## src/rtl/trig_lut_pkg.sv

```systemverilog
package trig_lut_pkg;

  localparam int unsigned DEF_QUADS  = 4;
  localparam int unsigned DEF_QUAD_W = 4;

  typedef enum logic [1:0] {
    CFG_STAGE_LO = 2'd0,
    CFG_STAGE_HI = 2'd1,
    CFG_COMMIT   = 2'd2,
    CFG_RSVD     = 2'd3
  } cfg_sel_e;

  localparam logic [3:0] COMMIT_TAG = 4'h3;

endpackage

```

## src/rtl/trig_lut_loader.sv

```systemverilog
module trig_lut_loader
  import trig_lut_pkg::*;
#(
  parameter int unsigned QUADS  = DEF_QUADS,
  parameter int unsigned QUAD_W = DEF_QUAD_W,
  localparam int unsigned CFG_W = 2 * QUADS,
  localparam int unsigned TAG_W = CFG_W - QUAD_W
) (
  input  logic              clk,
  input  logic              rst_n,
  input  logic              cfg_valid,
  input  logic [1:0]        cfg_sel,
  input  logic [CFG_W-1:0]  cfg_data,
  output logic              ld_en,
  output logic [QUAD_W-1:0] ld_addr,
  output logic [QUADS-1:0]  ld_match,
  output logic              ld_glue,
  output logic [QUADS-1:0]  ld_src_a,
  output logic [QUADS-1:0]  ld_src_b
);

  // Only the used low-byte bits are kept: match quads plus the glue bit.
  logic [QUADS:0]     stage_lo_q;
  logic [CFG_W-1:0]   stage_hi_q;
  logic               wr_lo, wr_hi, wr_commit;
  logic [TAG_W-1:0]   tag_field;

  assign wr_lo     = cfg_valid && (cfg_sel == CFG_STAGE_LO);
  assign wr_hi     = cfg_valid && (cfg_sel == CFG_STAGE_HI);
  assign wr_commit = cfg_valid && (cfg_sel == CFG_COMMIT);
  assign tag_field = cfg_data[CFG_W-1:QUAD_W];

  always_ff @(posedge clk or negedge rst_n) begin
    if (!rst_n) begin
      stage_lo_q <= '0;
      stage_hi_q <= '0;
    end else begin
      if (wr_lo) stage_lo_q <= cfg_data[QUADS:0];
      if (wr_hi) stage_hi_q <= cfg_data;
    end
  end

  always_comb begin
    ld_en    = wr_commit && (tag_field == TAG_W'(COMMIT_TAG));
    ld_addr  = cfg_data[QUAD_W-1:0];
    ld_match = stage_lo_q[QUADS-1:0];
    ld_glue  = stage_lo_q[QUADS];
    ld_src_a = stage_hi_q[QUADS-1:0];
    ld_src_b = stage_hi_q[CFG_W-1:QUADS];
  end

endmodule

```

## src/rtl/trig_lut_quad_bank.sv

```systemverilog
module trig_lut_quad_bank
  import trig_lut_pkg::*;
#(
  parameter int unsigned QUADS  = DEF_QUADS,
  parameter int unsigned QUAD_W = DEF_QUAD_W,
  localparam int unsigned DEPTH = 1 << QUAD_W,
  localparam int unsigned SMP_W = QUADS * QUAD_W
) (
  input  logic              clk,
  input  logic              rst_n,
  input  logic              wr_en,
  input  logic [QUAD_W-1:0] wr_addr,
  input  logic [QUADS-1:0]  wr_bits,
  input  logic [SMP_W-1:0]  smp,
  output logic              hit
);

  logic [QUADS-1:0] look;

  for (genvar q = 0; q < QUADS; q++) begin : g_quad
    logic [DEPTH-1:0]  tbl_q;
    logic [QUAD_W-1:0] idx;

    assign idx = smp[q*QUAD_W +: QUAD_W];

    always_ff @(posedge clk or negedge rst_n) begin
      if (!rst_n)     tbl_q          <= '0;
      else if (wr_en) tbl_q[wr_addr] <= wr_bits[q];
    end

    assign look[q] = tbl_q[idx];
  end

  assign hit = &look;

endmodule

```

## src/rtl/trig_lut_edge_glue.sv

```systemverilog
module trig_lut_edge_glue
  import trig_lut_pkg::*;
#(
  parameter int unsigned QUAD_W = DEF_QUAD_W,
  localparam int unsigned DEPTH = 1 << QUAD_W
) (
  input  logic              clk,
  input  logic              rst_n,
  input  logic              acc,
  input  logic              cur_a,
  input  logic              cur_b,
  input  logic              wr_en,
  input  logic [QUAD_W-1:0] wr_addr,
  input  logic              wr_bit,
  output logic              edge_ok
);

  logic [DEPTH-1:0] glue_q;
  logic             prev_a_q, prev_b_q, first_q;
  logic             eff_a, eff_b;
  logic [3:0]       gidx;

  // Before any accepted sample, history mirrors the present sample.
  assign eff_a   = first_q ? cur_a : prev_a_q;
  assign eff_b   = first_q ? cur_b : prev_b_q;
  assign gidx    = {eff_b, cur_b, eff_a, cur_a};
  assign edge_ok = glue_q[QUAD_W'(gidx)];

  always_ff @(posedge clk or negedge rst_n) begin
    if (!rst_n) begin
      glue_q   <= '0;
      prev_a_q <= 1'b0;
      prev_b_q <= 1'b0;
      first_q  <= 1'b1;
    end else begin
      if (wr_en) glue_q[wr_addr] <= wr_bit;
      if (acc) begin
        prev_a_q <= cur_a;
        prev_b_q <= cur_b;
        first_q  <= 1'b0;
      end
    end
  end

  AST_HISTORY_HOLD: assert property (@(posedge clk) disable iff (!rst_n)
    !acc |=> ($stable(prev_a_q) && $stable(prev_b_q)))
    else $error("history moved without an accepted sample");

endmodule

```

## src/rtl/trig_lut_top.sv

```systemverilog
module trig_lut_top
  import trig_lut_pkg::*;
#(
  parameter int unsigned QUADS  = DEF_QUADS,
  parameter int unsigned QUAD_W = DEF_QUAD_W,
  localparam int unsigned SMP_W = QUADS * QUAD_W,
  localparam int unsigned CFG_W = 2 * QUADS
) (
  input  logic             clk,
  input  logic             rst_n,
  input  logic             smp_valid,
  output logic             smp_ready,
  input  logic [SMP_W-1:0] smp_data,
  input  logic             cfg_valid,
  input  logic [1:0]       cfg_sel,
  input  logic [CFG_W-1:0] cfg_data,
  input  logic             arm,
  output logic             trig
);

  logic              ld_en, ld_glue;
  logic [QUAD_W-1:0] ld_addr;
  logic [QUADS-1:0]  ld_match, ld_src_a, ld_src_b;
  logic              lvl_hit, src_a, src_b, edge_ok;
  logic              acc, ready_q, trig_q;

  assign acc       = smp_valid && ready_q;
  assign smp_ready = ready_q;
  assign trig      = trig_q;

  trig_lut_loader #(.QUADS(QUADS), .QUAD_W(QUAD_W)) u_loader (
    .clk(clk), .rst_n(rst_n),
    .cfg_valid(cfg_valid), .cfg_sel(cfg_sel), .cfg_data(cfg_data),
    .ld_en(ld_en), .ld_addr(ld_addr), .ld_match(ld_match),
    .ld_glue(ld_glue), .ld_src_a(ld_src_a), .ld_src_b(ld_src_b)
  );

  trig_lut_quad_bank #(.QUADS(QUADS), .QUAD_W(QUAD_W)) u_match (
    .clk(clk), .rst_n(rst_n), .wr_en(ld_en), .wr_addr(ld_addr),
    .wr_bits(ld_match), .smp(smp_data), .hit(lvl_hit)
  );

  trig_lut_quad_bank #(.QUADS(QUADS), .QUAD_W(QUAD_W)) u_src_a (
    .clk(clk), .rst_n(rst_n), .wr_en(ld_en), .wr_addr(ld_addr),
    .wr_bits(ld_src_a), .smp(smp_data), .hit(src_a)
  );

  trig_lut_quad_bank #(.QUADS(QUADS), .QUAD_W(QUAD_W)) u_src_b (
    .clk(clk), .rst_n(rst_n), .wr_en(ld_en), .wr_addr(ld_addr),
    .wr_bits(ld_src_b), .smp(smp_data), .hit(src_b)
  );

  trig_lut_edge_glue #(.QUAD_W(QUAD_W)) u_glue (
    .clk(clk), .rst_n(rst_n), .acc(acc), .cur_a(src_a), .cur_b(src_b),
    .wr_en(ld_en), .wr_addr(ld_addr), .wr_bit(ld_glue), .edge_ok(edge_ok)
  );

  always_ff @(posedge clk or negedge rst_n) begin
    if (!rst_n) begin
      ready_q <= 1'b0;
      trig_q  <= 1'b0;
    end else begin
      ready_q <= 1'b1;
      trig_q  <= (trig_q && !arm) || (acc && lvl_hit && edge_ok);
    end
  end

  AST_TRIG_LATCH: assert property (@(posedge clk) disable iff (!rst_n)
    (trig_q && !arm) |=> trig_q)
    else $error("trigger dropped without arm");

  AST_ARM_CLEAR: assert property (@(posedge clk) disable iff (!rst_n)
    (arm && !acc) |=> !trig_q)
    else $error("arm did not clear trigger");

  AST_IDLE_NO_RISE: assert property (@(posedge clk) disable iff (!rst_n)
    !acc |=> !$rose(trig_q))
    else $error("trigger rose without an accepted sample");

  AST_RISE_NEEDS_MATCH: assert property (@(posedge clk) disable iff (!rst_n)
    (acc && !lvl_hit) |=> !$rose(trig_q))
    else $error("trigger rose without a level match");

  AST_BAD_TAG_IGNORED: assert property (@(posedge clk) disable iff (!rst_n)
    (cfg_valid && cfg_sel == CFG_COMMIT && cfg_data[CFG_W-1:QUAD_W] != 4'h3)
      |-> !ld_en)
    else $error("commit with wrong tag wrote tables");

endmodule

```

## config.mk

```make
export PLATFORM = sky130hd
export DESIGN_NAME = trig_lut_top
export DESIGN_NICKNAME = d
export VERILOG_FILES = /design/src/rtl/trig_lut_pkg.sv /design/src/rtl/trig_lut_loader.sv /design/src/rtl/trig_lut_quad_bank.sv /design/src/rtl/trig_lut_edge_glue.sv /design/src/rtl/trig_lut_top.sv
export SDC_FILE = /design/constraint.sdc
export NUM_CORES = 1
export LEC_CHECK = 0
export BUFFER_PORTS_ARGS = -buffer_cell sky130_fd_sc_hd__buf_2
export CAP_MARGIN = 5
export CORE_ASPECT_RATIO = 2
export CORE_MARGIN = 3
export CORE_UTILIZATION = 56
export DETAILED_ROUTE_END_ITERATION = 8
export GPL_TIMING_DRIVEN = 0
export HOLD_SLACK_MARGIN = 0.06
export PLACE_DENSITY = 0.78
export SYNTH_ARGS = -nofsm -noshare
export SYNTH_HDL_FRONTEND = slang
export SYNTH_SLANG_ARGS = --single-unit
```

## constraint.sdc

```tcl
create_clock -name clk -period 2.44 [get_ports clk]
set_clock_uncertainty 0.1 [all_clocks]
set_input_delay 0 -clock clk [delete_from_list [all_inputs] [get_ports clk]]
set_output_delay 0 -clock clk [all_outputs]
set_load 0.02 [all_outputs]
```

=== Word level (Yosys, flattened, before mapping) ===
Cells that the tools add are included.

* Input port bits: 31
* Word-level logic and storage cells: 88
* Output and inout port bits: 2
* Register bits: 226

* Reductions and logical operators: 15
* Muxes and demuxes: 43
* Magnitude comparators: 7
* Equal/unequal tests: 3

{| class="wikitable"
|+ Operators with widths
! cell !! number
|-
| bitwise mux 16 bit || 13
|-
| binary-select mux 1 bit (select 4 bit) || 13
|-
| < comparator 4 x 5 -> 1 bit, second input constant || 6
|-
| two-way mux 1 bit || 16
|-
| AND reduction 4 bit || 3
|-
| logical AND 1 bit || 9
|-
| demux 1 bit (select 4 bit) || 1
|-
| == test 4 x 2 -> 1 bit, second input constant || 1
|-
| greater-or-equal comparator 4 x 1 -> 1 bit, second input constant || 1
|-
| == test 2 x 1 -> 1 bit, second input constant || 1
|-
| == test 2 bit, second input constant || 1
|-
| zero test 2 bit || 1
|-
| zero test 1 bit || 1
|-
| logical OR 1 bit || 1
|}

=== Logic depth before layout (Yosys ltp) ===
Gate-level depths: netlist of run 1.

* Word-level depth: 8
* Depth in mapped cells: 9
* Mapped depth without buffers: 8

=== Hierarchy ===
Synthesis of run 1 repeated with hierarchy kept, for this count alone.

* Cells, all modules: 696
* Area, all modules: 10666.5 µm²

{| class="wikitable"
|+ By module, submodules not included
! module !! cells each !! times used !! sequential area each (µm²) !! area each (µm²)
|-
| trig_lut_quad_bank || 187 || 3 || 1601.5 || 2992.9
|-
| trig_lut_edge_glue || 95 || 1 || 476.7 || 1053.5
|-
| trig_lut_loader || 34 || 1 || 325.3 || 558.0
|-
| trig_lut_top || 6 || 1 || 50.0 || 76.3
|}

=== Worst setup path before layout of run 1 ===
Ideal clock, no wire load.

* Kind: register to register
* Start point: register u_src_b.g_quad[1].tbl_q[5]
* End point: register trig_q, in the netlist trig
* Setup time: 0.139 ns
* Buffers on the path: 0
* Period minus slack after synthesis: 2.377 ns
* Required time: 2.201 ns
* Arrival: 2.139 ns
* Cell stages (with the launch flop): 9
* Setup slack: 0.063 ns
* Cell sequence: dfrtp_1 -> mux4_2 -> a22oi_1 -> nand3_1 -> nand2_1 -> nor2_2 -> mux4_2 -> and3_1 -> or4_1

* Cells in the longest elaborated chain, start to end: 8

{| class="wikitable"
|+ Ends and longest elaborated chain
! item !! RTL line !! source
|-
| start: declaration || trig_lut_quad_bank.sv:21 || <nowiki>logic [DEPTH-1:0] tbl_q;</nowiki>
|-
| start signal: indexed assignment || trig_lut_quad_bank.sv:28 || <nowiki>else if (wr_en) tbl_q[wr_addr] <= wr_bits[q];</nowiki>
|-
| binary-select mux 1 bit (select 4 bit) * || trig_lut_quad_bank.sv:31 || <nowiki>assign look[q] = tbl_q[idx];</nowiki>
|-
| two-way mux 1 bit (implied by the code) * || trig_lut_quad_bank.sv:31 ||
|-
| AND reduction 4 bit * || trig_lut_quad_bank.sv:34 || <nowiki>assign hit = &look;</nowiki>
|-
| two-way mux 1 bit || trig_lut_edge_glue.sv:25 || <nowiki>assign eff_b = first_q ? cur_b : prev_b_q;</nowiki>
|-
| binary-select mux 1 bit (select 4 bit) * || trig_lut_edge_glue.sv:27 || <nowiki>assign edge_ok = glue_q[QUAD_W'(gidx)];</nowiki>
|-
| two-way mux 1 bit (implied by the code) * || trig_lut_edge_glue.sv:27 ||
|-
| logical AND 1 bit * || trig_lut_top.sv:64 || <nowiki>trig_q <= (trig_q && !arm) || (acc && lvl_hit && edge_ok);</nowiki>
|-
| logical OR 1 bit * || trig_lut_top.sv:64 ||
|-
| end signal: assignment || trig_lut_top.sv:64 ||
|-
| end: declaration || trig_lut_top.sv:25 || <nowiki>logic acc, ready_q, trig_q;</nowiki>
|}

Every way passes the cells marked *; elsewhere a longest branch is shown, timed or not. The select of a mux whose other input is x is not followed.
A chain may end at the register's enable or synchronous reset.

=== Worst setup path in the final report of run 1 ===
* Start point: register u_src_b.g_quad[1].tbl_q[0]
* End point: register trig_q, in the netlist trig

The elaborated chain is that of the path after synthesis.

==> flow_summary.ini, run 1 <==
[sta]
number_of_max_slew_violations_in_the_final_report = 0
timing.final.ws_setup_ps = -166
fin_worst_hold_slack_ps = 61.6
post-route-min-period_ps = 2610
max_slew.worst_pin.slew_ps = 1070
fmax_ghz = 0.384
final.period_utilization = 1.07
setup-violations-final = 1
timing.max_slew.rel_slack = 0.288
unrepaired_setup_endpoints_after_global_routing = true
hold_violations = 0

[routing]
detail_route.wirelength_um = 24200
drt_pass1_iterations = 4
wl_per_cell_um = 26.1
drt.antenna.violating_nets = 0
drt_first_iter_violations = 335
detailroute.via_count = 5897
post_drt_via_cell_ratio = 6.35
detail_route.drc_violations = 0

[place]
placed_area_mm2 = 0.0106
gp_congestion = 0.837
dp_hpwl_um = 16400
detailedPlace.worstSlack_ps = -647
port_buffers = 20

[clock_network]
cts_sinks = 226
ctsLongestPathBuffers = 3
cts_clock_pin_slew_for_the_worst_setup_and_hold_paths_ps = 70
cts_tree = yes
clock_tree.htree_level_count = 1
clock_latency_ps = 490
cts_buffers = 20
root_buffer = sky130_fd_sc_hd__clkbuf_16

[grt]
grt.total_usage = 0.255
grt_overflow_total = 0
grt_pass1_vias = 6679
grt_pass1_wl_um = 38000
largest_net_degree_at_the_start_of_global_routing = 119
number_of_antenna_violations_at_the_first_check_in_global_routing = 1

[critical_path]
capture_instance_of_the_worst_register_to_register_path = trig
worst_ep_required_time_ps = 2710
sort_of_element_at_the_start_of_the_critical_path = flop
timing.setup.critical_path_class = flop to flop
critical_path_cell_by_cell = mux4_2 -> a22oi_2 -> nand3_1 -> nand2_2 -> nor2_4 -> mux4_2 -> and3_1 -> or4_1
timing.critical_path.slowest_cell_delay_ps = 480
endpoint_kind = flop
r2r_setup_slack_ps = -170
worstRegToRegCells = 8
crit_path_top_delay_cell = sky130_fd_sc_hd__mux4_2
cp_max_fo = 5
cpMostUsedCell = sky130_fd_sc_hd__mux4_2
cp_data_arrival_time_ps = 2870
r2r-start = u_src_b.g_quad[1].tbl_q[0]

[finish]
final_instance_area_mm2 = 0.0114
multiInputGateArea_mm2 = 0.00434
register_area_mm2 = 0.00566
antennaDiodeCount = 0
areaGrowthSynthToFinish_pct = 12.0
layout.filler_cells = 1267
fin_nets = 735
utilization_after_layout = 0.641
layout-drive-gt1-share = 0.495

[floorplan]
pin_count = 33
floorplan.die.height_um = 197
core.rowCount = 69
die-area_mm2 = 0.0199
chipWidth_um = 101
floorplan.initialDensity = 0.573
core_area_mm2 = 0.0178

[yosys]
ys_async_sr_fraction = 1.00
ys_types = 38
syn-mean-instance-area_um2 = 15.8
synthesis.nets = 674
mappedNetlistArea_mm2 = 0.0102
synth-seq-area-share = 0.555
yosys_warnings = 0
synth_edf_count = 0
synth_cells = 643
synth-main-ff-cell = sky130_fd_sc_hd__dfrtp_1
synth.ff_latch_count = 226

[job]
max-cap-violations = 0

[pwr]
power.leakage_uw = 0.00550
ir_drop_v = 0.000548
power_density_mw_per_mm2 = 659
totalPowerFinal_uw = 7510

[outcome]
failing_checks = negative setup slack
outcome = finished, violations left

[min_path]
min_path_type = input port to async pin
[worst max path at each step]
stage                                  endpoint                   startpoint  slack (ps)  depth (start not counted)
finish                                     trig   u_src_b.g_quad[1].tbl_q[0]        -170                          8
detailed placement             u_glue.glue_q[3]                   cfg_sel[0]        -650                          7
global placement    u_src_a.g_quad[0].tbl_q[14]                        rst_n       -2140                          1
floorplan                                  trig   u_src_b.g_quad[1].tbl_q[5]          60                          8
global route                               trig  u_src_b.g_quad[0].tbl_q[11]        -260                          8
CTS                                        trig  u_src_b.g_quad[0].tbl_q[11]        -150                          8
[layer usage]
| layer | global-route usage | share of wire |
|---|---|---|
| met1 | 0.308 | 0.37 |
| met2 | 0.454 | 0.55 |
| met3 | 0.0301 | 0.040 |
| met4 | 0.108 | 0.046 |
| met5 | 0 | 0 |
[metrics by stage]
| stage | instances | TNS, ps |
|---|---|---|
| final | 928 | -166 |
| after global routing | 928 | -258 |
| after CTS | 927 | -153 |
| after detailed placement | 878 | -58920 |
| after global placement | 876 | -529920 |
| after floorplan | 643 | 0 |
[worst max-delay path, delay by kind of cell, from the launching register on]
family           cells  cell delay (ps)
AO/OA/AOI/OAI        1              180
flip-flops           1              390
multiplexers         2              890
AND/OR/NAND/NOR      5              910
[power breakdown]
part | switching [uW] | internal (uW)
Combinational | 314 | 210
Clock | 1340 | 1690
Sequential | 116 | 3840
[layout by cell type, fill, tap and decap left out, types with 3 or more instances in the layout]
master,synthesis,routed
sky130_fd_sc_hd__nand3_1,11,10
sky130_fd_sc_hd__buf_1,6,5
sky130_fd_sc_hd__mux2_2,223,223
sky130_fd_sc_hd__dlygate4sd3_1,0,15
sky130_fd_sc_hd__nor2b_1,8,8
sky130_fd_sc_hd__buf_2,1,20
sky130_fd_sc_hd__nand3b_1,6,6
sky130_fd_sc_hd__mux4_2,52,53
sky130_fd_sc_hd__buf_6,3,3
sky130_fd_sc_hd__mux2i_1,14,14
sky130_fd_sc_hd__clkbuf_16,0,21
sky130_fd_sc_hd__nor2_1,14,14
sky130_fd_sc_hd__clkbuf_1,32,28
sky130_fd_sc_hd__nand2_1,14,13
sky130_fd_sc_hd__dfrtp_1,225,225
sky130_fd_sc_hd__clkbuf_8,0,4
sky130_fd_sc_hd__clkbuf_2,1,12
sky130_fd_sc_hd__buf_4,3,5
[state kept, by name (all words and copies together) (netlist names)]
register,flops
u_glue.first_q,1
trig,1
smp_ready,1
u_match.g_quad.tbl_q,64
u_glue.prev_b_q,1
u_loader.stage_lo_q,5
u_glue.prev_a_q,1
u_src_a.g_quad.tbl_q,64
u_loader.stage_hi_q,8
u_src_b.g_quad.tbl_q,64
u_glue.glue_q,16
[Yosys cell counts, drive strengths merged (2+ instances only)]
| cell type | number | area, um2 |
|---|---|---|
| nand3 | 11 | 55.1 |
| nand2b | 2 | 12.5 |
| a22oi | 3 | 22.5 |
| buf | 13 | 83.8 |
| nand3b | 6 | 45.0 |
| nand4b | 2 | 17.5 |
| mux2 | 223 | 2510 |
| clkbuf | 33 | 125 |
| dfrtp | 225 | 5630 |
| nor2 | 15 | 58.8 |
| mux2i | 14 | 140 |
| nor2b | 8 | 50.1 |
| o21ai | 3 | 15.0 |
| nand2 | 15 | 58.8 |
| mux4 | 54 | 1220 |
[logic make-up after synthesis]
kind of cell / count (synthesis) / share of synthesized area
multiplexers: 291 / 0.381
other: 1 / 0.000368
buffers and inverters: 46 / 0.0205
AND/OR/NAND/NOR: 68 / 0.0355
flip-flops: 226 / 0.555
AO/OA/AOI/OAI: 11 / 0.00762
[layout make-up]
class | instances | area share
repair buffers | 39 | 0.0272
plain buffers | 46 | 0.0195
clock buffers | 31 | 0.0529
flip-flops and latches | 226 | 0.496
clock inverters | 2 | 0.000878
well taps | 213 | 0.0234
multi-input cells | 371 | 0.380
[timing repair]
item / in CTS / in global routing
resized for setup: 8 / 28
pin swaps: 4 / 1
hold endpoints to repair: 132 / 1
buffers inserted: 1 / 1
hold buffers: 15 / 1
endpoints found under the setup margin: 21 / 89
Note: power is estimated with default switching activity, not from simulation.
==> inputs of run 2 (changes only) <==
REMOVE_ABC_BUFFERS = 1   (was not set)
TNS_END_PERCENT = 30   (was not set)
==> run 2 against run 1 <==
- highest routed layer unchanged
- clock power rose by 1%
- first-iteration DRC count is 3.0% lower
- utilization up 0.21 points
- the flow still finishes with violations (negative setup slack)
==> flow_summary.ini, run 2 (synthesis gave the netlist of run 1 again) <==
[critical_path]
endpoint_kind = flop
critical_path_cell_by_cell = mux4_2 -> mux2i_1 -> mux2i_2 -> nand2_2 -> nor2_4 -> mux4_2 -> and3_4 -> or4_4
crit_path_top_delay_cell = sky130_fd_sc_hd__mux4_2
worstRegToRegCells = 8
cp_max_fo = 4
sort_of_element_at_the_start_of_the_critical_path = flop
timing.setup.critical_path_class = flop to flop
critPathTopFamily = multiplexers
r2r_setup_slack_ps = -200
worst_ep_required_time_ps = 2710
cp_data_arrival_time_ps = 2910
cpMostUsedCell = sky130_fd_sc_hd__mux4_2
timing.critical_path.slowest_cell_delay_ps = 480
worst_path_bufs_invs = 0
critical_path_depth = 8

[routing]
route.layer.met1.wl_um = 8680
dr_wl_met3_um = 1150
drt_first_iter_violations = 325
drt_pass1_iterations = 7
detail_route.wirelength_um = 23000
detailroute.via_count = 5788
met2_wirelength_um = 12700
wl_per_cell_um = 25.5
detail_route.drc_violations = 0
drt.antenna.violating_nets = 0
post_drt_via_cell_ratio = 6.40
route.top_layer_used = met4

[grt]
grt_pass1_vias = 6414
grt_overflow_total = 0
grt_pass1_wl_um = 36200
largest_net_degree_at_the_start_of_global_routing = 118
number_of_antenna_violations_at_the_first_check_in_global_routing = 0
grt.total_usage = 0.239

[clock_network]
clock_latency_ps = 500
cts_buffers = 20
clock_tree.htree_level_count = 1
ctsLongestPathBuffers = 3
root_buffer = sky130_fd_sc_hd__clkbuf_16
cts_tree = yes
cts_sinks = 226
cts_clock_pin_slew_for_the_worst_setup_and_hold_paths_ps = 70

[finish]
antennaDiodeCount = 0
fin_nets = 710
areaGrowthSynthToFinish_pct = 12.4
final_cell_mix = sky130_fd_sc_hd__dfrtp_1, sky130_fd_sc_hd__mux2_2, sky130_fd_sc_hd__mux4_2
final_instance_area_mm2 = 0.0114
reg.largest.list = u_match.g_quad.tbl_q (64), u_src_a.g_quad.tbl_q (64), u_src_b.g_quad.tbl_q (64)
final_common_cell = sky130_fd_sc_hd__dfrtp_1
layout-drive-gt1-share = 0.540
utilization_after_layout = 0.643

[pwr]
power.switching_fraction = 0.234
ir_drop_v = 0.000650
sw_pwr_uw = 1750
seq_power_share = 0.540
internal_power_uw = 5740
power.leakage_uw = 0.00549
power_density_mw_per_mm2 = 655
share_clk_of_total_power = 0.410
combPwrFrac = 0.051

[place]
placed_area_mm2 = 0.0106
gp_congestion = 0.802
detailedPlace.worstSlack_ps = -532
port_buffers = 32
dp_hpwl_um = 15400

[sta]
setup-violations-final = 1
timing.max_slew.rel_slack = 0.334
timing.final.ws_setup_ps = -202
post-route-min-period_ps = 2640
final.period_utilization = 1.08
unrepaired_setup_endpoints_after_global_routing = true
number_of_max_slew_violations_in_the_final_report = 0
max_slew.worst_pin.slew_ps = 996
fmax_ghz = 0.379
hold_violations = 0

[floorplan]
floorplan.initialDensity = 0.573
core_area_mm2 = 0.0178
pin_count = 33
floorplan.die.height_um = 197
chipWidth_um = 101
die-area_mm2 = 0.0199
core.rowCount = 69

[job]
max-cap-violations = 0

[outcome]
failing_checks = negative setup slack
outcome = finished, violations left

[min_path]
min_path_type = input port to async pin
==> run 2: path summary, 6_finish.rpt <==
| kind | startpoint | endpoint |
|---|---|---|
| setup / recovery | u_src_b.g_quad[0].tbl_q[14] | trig |
| hold / removal | rst_n | u_src_b.g_quad[3].tbl_q[2] |
| setup reg to reg | u_src_b.g_quad[0].tbl_q[14] | trig |
| hold reg to reg | u_match.g_quad[2].tbl_q[13] | u_match.g_quad[2].tbl_q[13] |
| max in group asynchronous | rst_n | u_src_a.g_quad[1].tbl_q[13] |
| min in group clk | smp_data[12] | u_glue.prev_b_q |
==> run 2: repair_timing <==
item	4_1_cts	5_1_grt
setup buffers	2	3
pin swaps	3	5
hold endpoints to repair	132	0
setup endpoints to repair	1	40
hold buffers	13	0
gates resized for setup	4	9
==> run 2: per-stage QoR <==
step	std cells	hold slack (ps)	power (uW)	TNS, ps
floorplan	597	-396	4200	0
CTS	902	92.9	7550	-212
finish	905	40.6	7490	-202
global placement	842	156	4430	-583760
detailed placement	852	22.7	4480	-36320
global route	905	109	7760	-1330
==> run 2: area by class of cell <==
| type | count | area [um2] |
|---|---|---|
| fillers | 1268 | 6340 |
| flip-flops and latches | 226 | 5660 |
| multi-input cells | 371 | 4390 |
| clock buffers | 30 | 569 |
| repair buffers | 60 | 505 |
| well taps | 213 | 267 |
| clock inverters | 5 | 52.6 |
==> run 2: power groups by stage <==
stage          Clock (uW)  Sequential (uW)  Combinational (uW)
4_1_cts              3130             4040                 387
2_1_floorplan           0             4030                 172
6_report             3070             4040                 381
3_3_place_gp            0             4090                 338
5_1_grt              3280             4070                 420
3_5_place_dp            0             4110                 367
==> run 2: metal layers <==
metal / global-route usage / vias to the layer above
li1: - / 2460
met1: 0.307 / 3085
met2: 0.426 / 192
met3: 0.0301 / 51
met4: 0.0621 / 0
met5: 0 / -
